--- src/rtl/gpio_port_pkg.sv ---
package gpio_port_pkg;
  typedef enum logic [2:0] {
    REG_DATA = 3'd0,
    REG_SET  = 3'd1,
    REG_CLR  = 3'd2,
    REG_TGL  = 3'd3,
    REG_DIR  = 3'd4,
    REG_MUX  = 3'd5,
    REG_QUAL = 3'd6
  } reg_addr_e;
endpackage

--- src/rtl/gpio_qual_tick.sv ---
module gpio_qual_tick #(
  parameter int QUAL_W = 8
) (
  input  logic              clk_i,
  input  logic              rst_ni,
  input  logic [QUAL_W-1:0] qual_i,
  output logic              strobe_o,
  output logic              bypass_o
);
  localparam int CNT_W = QUAL_W + 1;

  logic [CNT_W-1:0] cnt_q;
  logic [CNT_W-1:0] limit;
  logic             hit;

  assign limit    = {qual_i, 1'b0} - CNT_W'(1);
  assign bypass_o = (qual_i == '0);
  assign hit      = (cnt_q >= limit);
  assign strobe_o = bypass_o | hit;

  // period of 2*Q cycles; counter parked while bypassed
  always_ff @(posedge clk_i or negedge rst_ni) begin
    if (!rst_ni)       cnt_q <= '0;
    else if (bypass_o) cnt_q <= '0;
    else if (hit)      cnt_q <= '0;
    else               cnt_q <= cnt_q + CNT_W'(1);
  end
endmodule

--- src/rtl/gpio_pin_qual.sv ---
module gpio_pin_qual #(
  parameter int SAMPLES = 6
) (
  input  logic clk_i,
  input  logic rst_ni,
  input  logic pin_i,
  input  logic strobe_i,
  input  logic bypass_i,
  output logic pin_o
);
  localparam int HIST_W = SAMPLES - 1;

  logic              s1_q, s2_q;
  logic [HIST_W-1:0] hist_q;
  logic              agree;

  assign agree = bypass_i | (&{hist_q, s2_q}) | ~(|{hist_q, s2_q});

  always_ff @(posedge clk_i or negedge rst_ni) begin
    if (!rst_ni) begin
      s1_q   <= 1'b0;
      s2_q   <= 1'b0;
      hist_q <= '0;
      pin_o  <= 1'b0;
    end else begin
      s1_q <= pin_i;
      s2_q <= s1_q;
      if (strobe_i) begin
        hist_q <= {hist_q[HIST_W-2:0], s2_q};
        if (agree) pin_o <= s2_q;
      end
    end
  end


  hold_between_ticks_chk: assert property (@(posedge clk_i) disable iff (!rst_ni)
    !strobe_i |=> $stable(pin_o));
endmodule

--- src/rtl/gpio_regs.sv ---
module gpio_regs
  import gpio_port_pkg::*;
#(
  parameter int              WIDTH    = 16,
  parameter int              QUAL_W   = 8,
  parameter logic [WIDTH-1:0] PIN_MASK = '1
) (
  input  logic              clk_i,
  input  logic              rst_ni,
  input  logic              wr_en_i,
  input  logic [2:0]        addr_i,
  input  logic [WIDTH-1:0]  wdata_i,
  output logic [WIDTH-1:0]  latch_o,
  output logic [WIDTH-1:0]  dir_o,
  output logic [WIDTH-1:0]  mux_o,
  output logic [QUAL_W-1:0] qual_o
);
  logic [WIDTH-1:0] wmask;
  assign wmask = wdata_i & PIN_MASK;

  always_ff @(posedge clk_i or negedge rst_ni) begin
    if (!rst_ni) begin
      latch_o <= '0;
      dir_o   <= '0;
      mux_o   <= '0;
      qual_o  <= '0;
    end else if (wr_en_i) begin
      case (reg_addr_e'(addr_i))
        REG_DATA: latch_o <= wmask;
        REG_SET:  latch_o <= latch_o | wmask;
        REG_CLR:  latch_o <= latch_o & ~wmask;
        REG_TGL:  latch_o <= latch_o ^ wmask;
        REG_DIR:  dir_o   <= wmask;
        REG_MUX:  mux_o   <= wmask;
        REG_QUAL: qual_o  <= wdata_i[QUAL_W-1:0];
        default:  ;
      endcase
    end
  end


  set_forces_ones_chk: assert property (@(posedge clk_i) disable iff (!rst_ni)
    (wr_en_i && addr_i == REG_SET) |=>
      ((latch_o & $past(wdata_i & PIN_MASK)) == $past(wdata_i & PIN_MASK)));

  clr_forces_zeros_chk: assert property (@(posedge clk_i) disable iff (!rst_ni)
    (wr_en_i && addr_i == REG_CLR) |=> ((latch_o & $past(wdata_i)) == '0));

  tgl_inverts_chk: assert property (@(posedge clk_i) disable iff (!rst_ni)
    (wr_en_i && addr_i == REG_TGL) |=>
      (latch_o == ($past(latch_o) ^ $past(wdata_i & PIN_MASK))));

  unimpl_bits_zero_chk: assert property (@(posedge clk_i) disable iff (!rst_ni)
    ((latch_o | dir_o | mux_o) & ~PIN_MASK) == '0);
endmodule

--- src/rtl/gpio_port.sv ---
module gpio_port
  import gpio_port_pkg::*;
#(
  parameter int WIDTH    = 16,
  parameter int NUM_PINS = 16,
  parameter int QUAL_W   = 8,
  parameter int SAMPLES  = 6
) (
  input  logic             clk_i,
  input  logic             rst_ni,
  input  logic             wr_en_i,
  input  logic [2:0]       addr_i,
  input  logic [WIDTH-1:0] wdata_i,
  output logic [WIDTH-1:0] rdata_o,
  input  logic [WIDTH-1:0] pad_in_i,
  output logic [WIDTH-1:0] pad_oe_o,
  output logic [WIDTH-1:0] pad_out_o
);
  localparam logic [WIDTH-1:0] PIN_MASK = {WIDTH{1'b1}} >> (WIDTH - NUM_PINS);

  logic [WIDTH-1:0]  latch, dir, mux, pins_q;
  logic [QUAL_W-1:0] qual;
  logic              strobe, bypass;

  gpio_regs #(.WIDTH(WIDTH), .QUAL_W(QUAL_W), .PIN_MASK(PIN_MASK)) u_regs (
    .clk_i, .rst_ni, .wr_en_i, .addr_i, .wdata_i,
    .latch_o(latch), .dir_o(dir), .mux_o(mux), .qual_o(qual)
  );

  gpio_qual_tick #(.QUAL_W(QUAL_W)) u_tick (
    .clk_i, .rst_ni, .qual_i(qual), .strobe_o(strobe), .bypass_o(bypass)
  );

  for (genvar i = 0; i < WIDTH; i++) begin : g_pin
    if (i < NUM_PINS) begin : g_impl
      gpio_pin_qual #(.SAMPLES(SAMPLES)) u_qual (
        .clk_i, .rst_ni, .pin_i(pad_in_i[i]), .strobe_i(strobe),
        .bypass_i(bypass), .pin_o(pins_q[i])
      );
    end else begin : g_none
      assign pins_q[i] = 1'b0 & pad_in_i[i];
    end
  end

  assign pad_oe_o  = dir & ~mux;
  assign pad_out_o = latch;

  always_comb begin
    case (reg_addr_e'(addr_i))
      REG_DATA: rdata_o = pins_q;
      REG_DIR:  rdata_o = dir;
      REG_MUX:  rdata_o = mux;
      REG_QUAL: rdata_o = WIDTH'(qual);
      default:  rdata_o = '0;
    endcase
  end


  wo_reads_zero_chk: assert property (@(posedge clk_i) disable iff (!rst_ni)
    (addr_i == REG_SET || addr_i == REG_CLR || addr_i == REG_TGL) |-> (rdata_o == '0));

  handed_pin_released_chk: assert property (@(posedge clk_i) disable iff (!rst_ni)
    (pad_oe_o & u_regs.mux_o) == '0);
endmodule

--- config.mk ---
export PLATFORM = sky130hd
export DESIGN_NAME = gpio_port
export DESIGN_NICKNAME = d
export VERILOG_FILES = /design/src/rtl/gpio_port_pkg.sv /design/src/rtl/gpio_qual_tick.sv /design/src/rtl/gpio_pin_qual.sv /design/src/rtl/gpio_regs.sv /design/src/rtl/gpio_port.sv
export SDC_FILE = /design/constraint.sdc
export NUM_CORES = 1
export LEC_CHECK = 0
export CORE_MARGIN = 2
export CORE_UTILIZATION = 60
export DETAILED_ROUTE_END_ITERATION = 16
export DONT_BUFFER_PORTS = 1
export GPL_TIMING_DRIVEN = 0
export PLACE_DENSITY = 0.76
export SYNTH_ARGS = -nofsm -noshare
export SYNTH_HDL_FRONTEND = slang
export SYNTH_SLANG_ARGS = --single-unit
--- constraint.sdc ---
create_clock -name clk_i -period 8.75 [get_ports clk_i]
set_input_delay 1.3125 -clock clk_i [delete_from_list [all_inputs] [get_ports clk_i]]
set_output_delay 1.3125 -clock clk_i [all_outputs]
set_load 0.03 [all_outputs]
==> run_results.csv <==
group,metric,value,unit
outcome,outcome,"finished clean",
synthesis,ys_ff_latch,193,
sta,setup_tns,0,ps
floorplan,row_count,45,
final_layout,areaGrowthSynthToFinish,9.25,%
setup_path,worst_ep_arrival_time,3520,ps
cts,clockBufferDepth,2,
synthesis,ys_seq_area_frac,0.511,
setup_path,crit_fanout,10,
final_layout,final_common_cell,"dfrtp_1",
floorplan,dieArea,16800,um2
final_layout,drive_gt1_frac,0.184,
detailed_routing,drt-initial-drc-count,502,
flow_run,maxCapViolCount,0,
setup_path,startpoint_type,"primary input",
setup_path,rrSetupSlack,5320,ps
cts,numCtsBuffers,17,
sta,relSlewSlack,0.207,
sta,drv_slew,0,
worst_hold_path,hp-class,"reg -> reg",
synthesis,yosysTopAreaCell,"dfrtp_1",
global_routing,antenna_found_initial,0,
global_routing,gr-usage-all-layers,0.264,
sta,tightest_slew,1180,ps
worst_hold_path,holdPathStages,0,
floorplan,io_pins,86,
sta,fmax,0.207,GHz
floorplan,die_h,130,um
cts,hold_buffers,0,
detailed_routing,drt_first_pass_iters,5,
setup_path,crit_required,7440,ps
setup_path,path_delay_family,"compound AO/OA/AOI/OAI gates",
pwr,powerDensity,298,nW/um2
synthesis,synth_edf_count,0,
floorplan,die_w,130,um
pwr,ir_drop,203,uV
cts,cts_root_buf,"clkbuf_16",
pwr,power,3.08,mW
setup_path,reg2regPathDepth,12,
cts,postCtsSetupRepairBufs,0,
setup_path,path_buf_inv,2,
sta,setup_viol,0,
synthesis,netlist_area,9460,um2
detailed_routing,via_count,6597,
worst_hold_path,hold_end,"g_pin[7].g_impl.u_qual.s2_q",
synthesis,synth.net_count,922,
floorplan,start_util,0.617,
cts,cts_tree,"built",
cts,clk_pin_slew,70,ps
synthesis,yosys-top-cells-area,"dfrtp_1 (51%), mux2_2 (11%), ha_1 (5.6%)",
setup_path,r2r-end,"g_pin[14].g_impl.u_qual.hist_q[4]",
detailed_routing,ant_nets,0,
detailed_routing,via_per_inst,6.08,
sta,period_needed,4840,ps
final_layout,antenna_cells,0,
global_routing,grt_max_degree,194,
cts,htreeDepth,4,
setup_path,crit_chain,"clkbuf_1 -> buf_1 -> mux2i_1 -> nor2_1 -> a21oi_1 -> o21ai_0",
cts,cts_sinks,193,
setup_path,worstSetupPathType,"in -> out",
worst_hold_path,worstHoldStart,"g_pin[7].g_impl.u_qual.s1_q",
place,gp_congestion,0.855,
place,pre_cts_slack,4020,ps
synthesis,avgSynthCellArea,11.2,um2
final_layout,layout.nets,941,
detailed_routing,drcViolationCount,0,
final_layout,finalNonFillerCells,1085,
sta,rsz0062_at_grt,"no",
setup_path,slowest_delay,870,ps
sta,skew,8.49,ps
global_routing,grt_overflow_total,0,
setup_path,crit_slowest_cell,"o21ai_0",
synthesis,netlist-cell-type-count,37,
synthesis,synth_ff_type,"dfrtp_1",
detailed_routing,avgRoutedWirePerCell,19.5,um
sta,setup_slack,3910,ps
global_routing,grt_pass1_wl,34.1,mm
detailed_routing,wl,21.1,mm
cts,cts_resized,0,
sta,final_hold_viol_count,0,
sta,finalCritPeriodShare,0.553,
setup_path,cp-end-kind,"primary output",
sta,hold_ws,348,ps
setup_path,regToRegStartpoint,"u_regs.qual_o[0]",
place,io_buffer_count,0,
place,hpwl,14.5,mm
global_routing,grt_pass1_vias,6782,
floorplan,fp.coreArea,15300,um2
pwr,leakage,4.64,nW
synthesis,async_flop_share,1.00,
place,numPlacedInstances,1053,
cts,clock_latency,440,ps
final_layout,layout_common_cells,"dfrtp_1 (193), mux2_2 (95), nand2_1 (85)",
synthesis,yosys.area.top_type_share,0.511,
synthesis,ys_warn_count,0,
synthesis,syn_inst,842,
==> state kept, by name, indices dropped and copies added, names as in the netlist <==
register                    cells
u_regs.latch_o                 16
u_regs.dir_o                   16
g_pin.g_impl.u_qual.s2_q       16
u_regs.qual_o                   8
g_pin.g_impl.u_qual.s1_q       16
u_regs.mux_o                   16
u_tick.cnt_q                    9
g_pin.g_impl.u_qual.hist_q     80
g_pin.g_impl.u_qual.pin_o      16
==> synthesized netlist by cell type (all sizes together), types with 17 or more instances <==
cell and count:
dfrtp 193, buf 19, nand4 17, inv 51
ha 42, or3 17, clkbuf 21, o21ai 49
mux2 96, nor3 19, nor2 71, nor2b 17
nor4 17, nand2 86
==> power by group <==
part | internal [mW] | leakage [nW] | switching, mW | total [mW]
Sequential | 1.16 | 2.29 | 0.285 | 1.45
Combinational | 0.436 | 2.05 | 0.400 | 0.836
Clock | 0.439 | 0.299 | 0.362 | 0.801
Total | 2.04 | 4.64 | 1.05 | 3.08
==> worst max-delay path by stage <==
| stage | from | to | slack (ps) | depth (start not counted) |
|---|---|---|---|---|
| after global routing | addr_i[2] | rdata_o[7] | 3830 | 6 |
| after detailed placement | addr_i[1] | rdata_o[5] | 4020 | 5 |
| after floorplan | addr_i[2] | rdata_o[0] | 4510 | 6 |
| final | addr_i[2] | rdata_o[7] | 3910 | 6 |
| after CTS | addr_i[2] | rdata_o[7] | 3960 | 6 |
| after global placement | addr_i[2] | rdata_o[6] | 4060 | 6 |
==> per-stage QoR <==
| stage | util | area [um2] |
|---|---|---|
| final | 0.675 | 10300 |
| after global routing | 0.675 | 10300 |
| after CTS | 0.675 | 10300 |
| after detailed placement | 0.635 | 9720 |
| after global placement | 0.635 | 9720 |
| after floorplan | - | 9460 |
==> routing by layer <==
layer	global-route usage	vias to the layer above	share of wire
met1	0.340	3371	0.41
met5	0	-	0
met4	0.0778	0	0.016
met2	0.445	195	0.50
met3	0.0698	30	0.068
li1	-	3001	-
==> cells by family after synthesis <==
| logic type | after synthesis | share of synthesized area |
|---|---|---|
| AOI/OAI and AO/OA | 118 | 0.0822 |
| and+or+nand+nor | 257 | 0.128 |
| buffers and inverters | 91 | 0.0413 |
| DFF | 193 | 0.511 |
| muxes | 128 | 0.170 |
| xor gates and xnor gates | 13 | 0.0120 |
| adders and majority gates | 42 | 0.0556 |
==> area by class of cell <==
| class | instances | area (um2) |
|---|---|---|
| clock inverter | 14 | 171 |
| inverter | 51 | 191 |
| multi-input combinational | 558 | 4240 |
| buffer | 40 | 199 |
| tap | 211 | 264 |
| fill | 1136 | 4980 |
| sequential | 193 | 4830 |
| clock buffer | 18 | 439 |
Note: power is estimated with default switching activity, not from simulation.
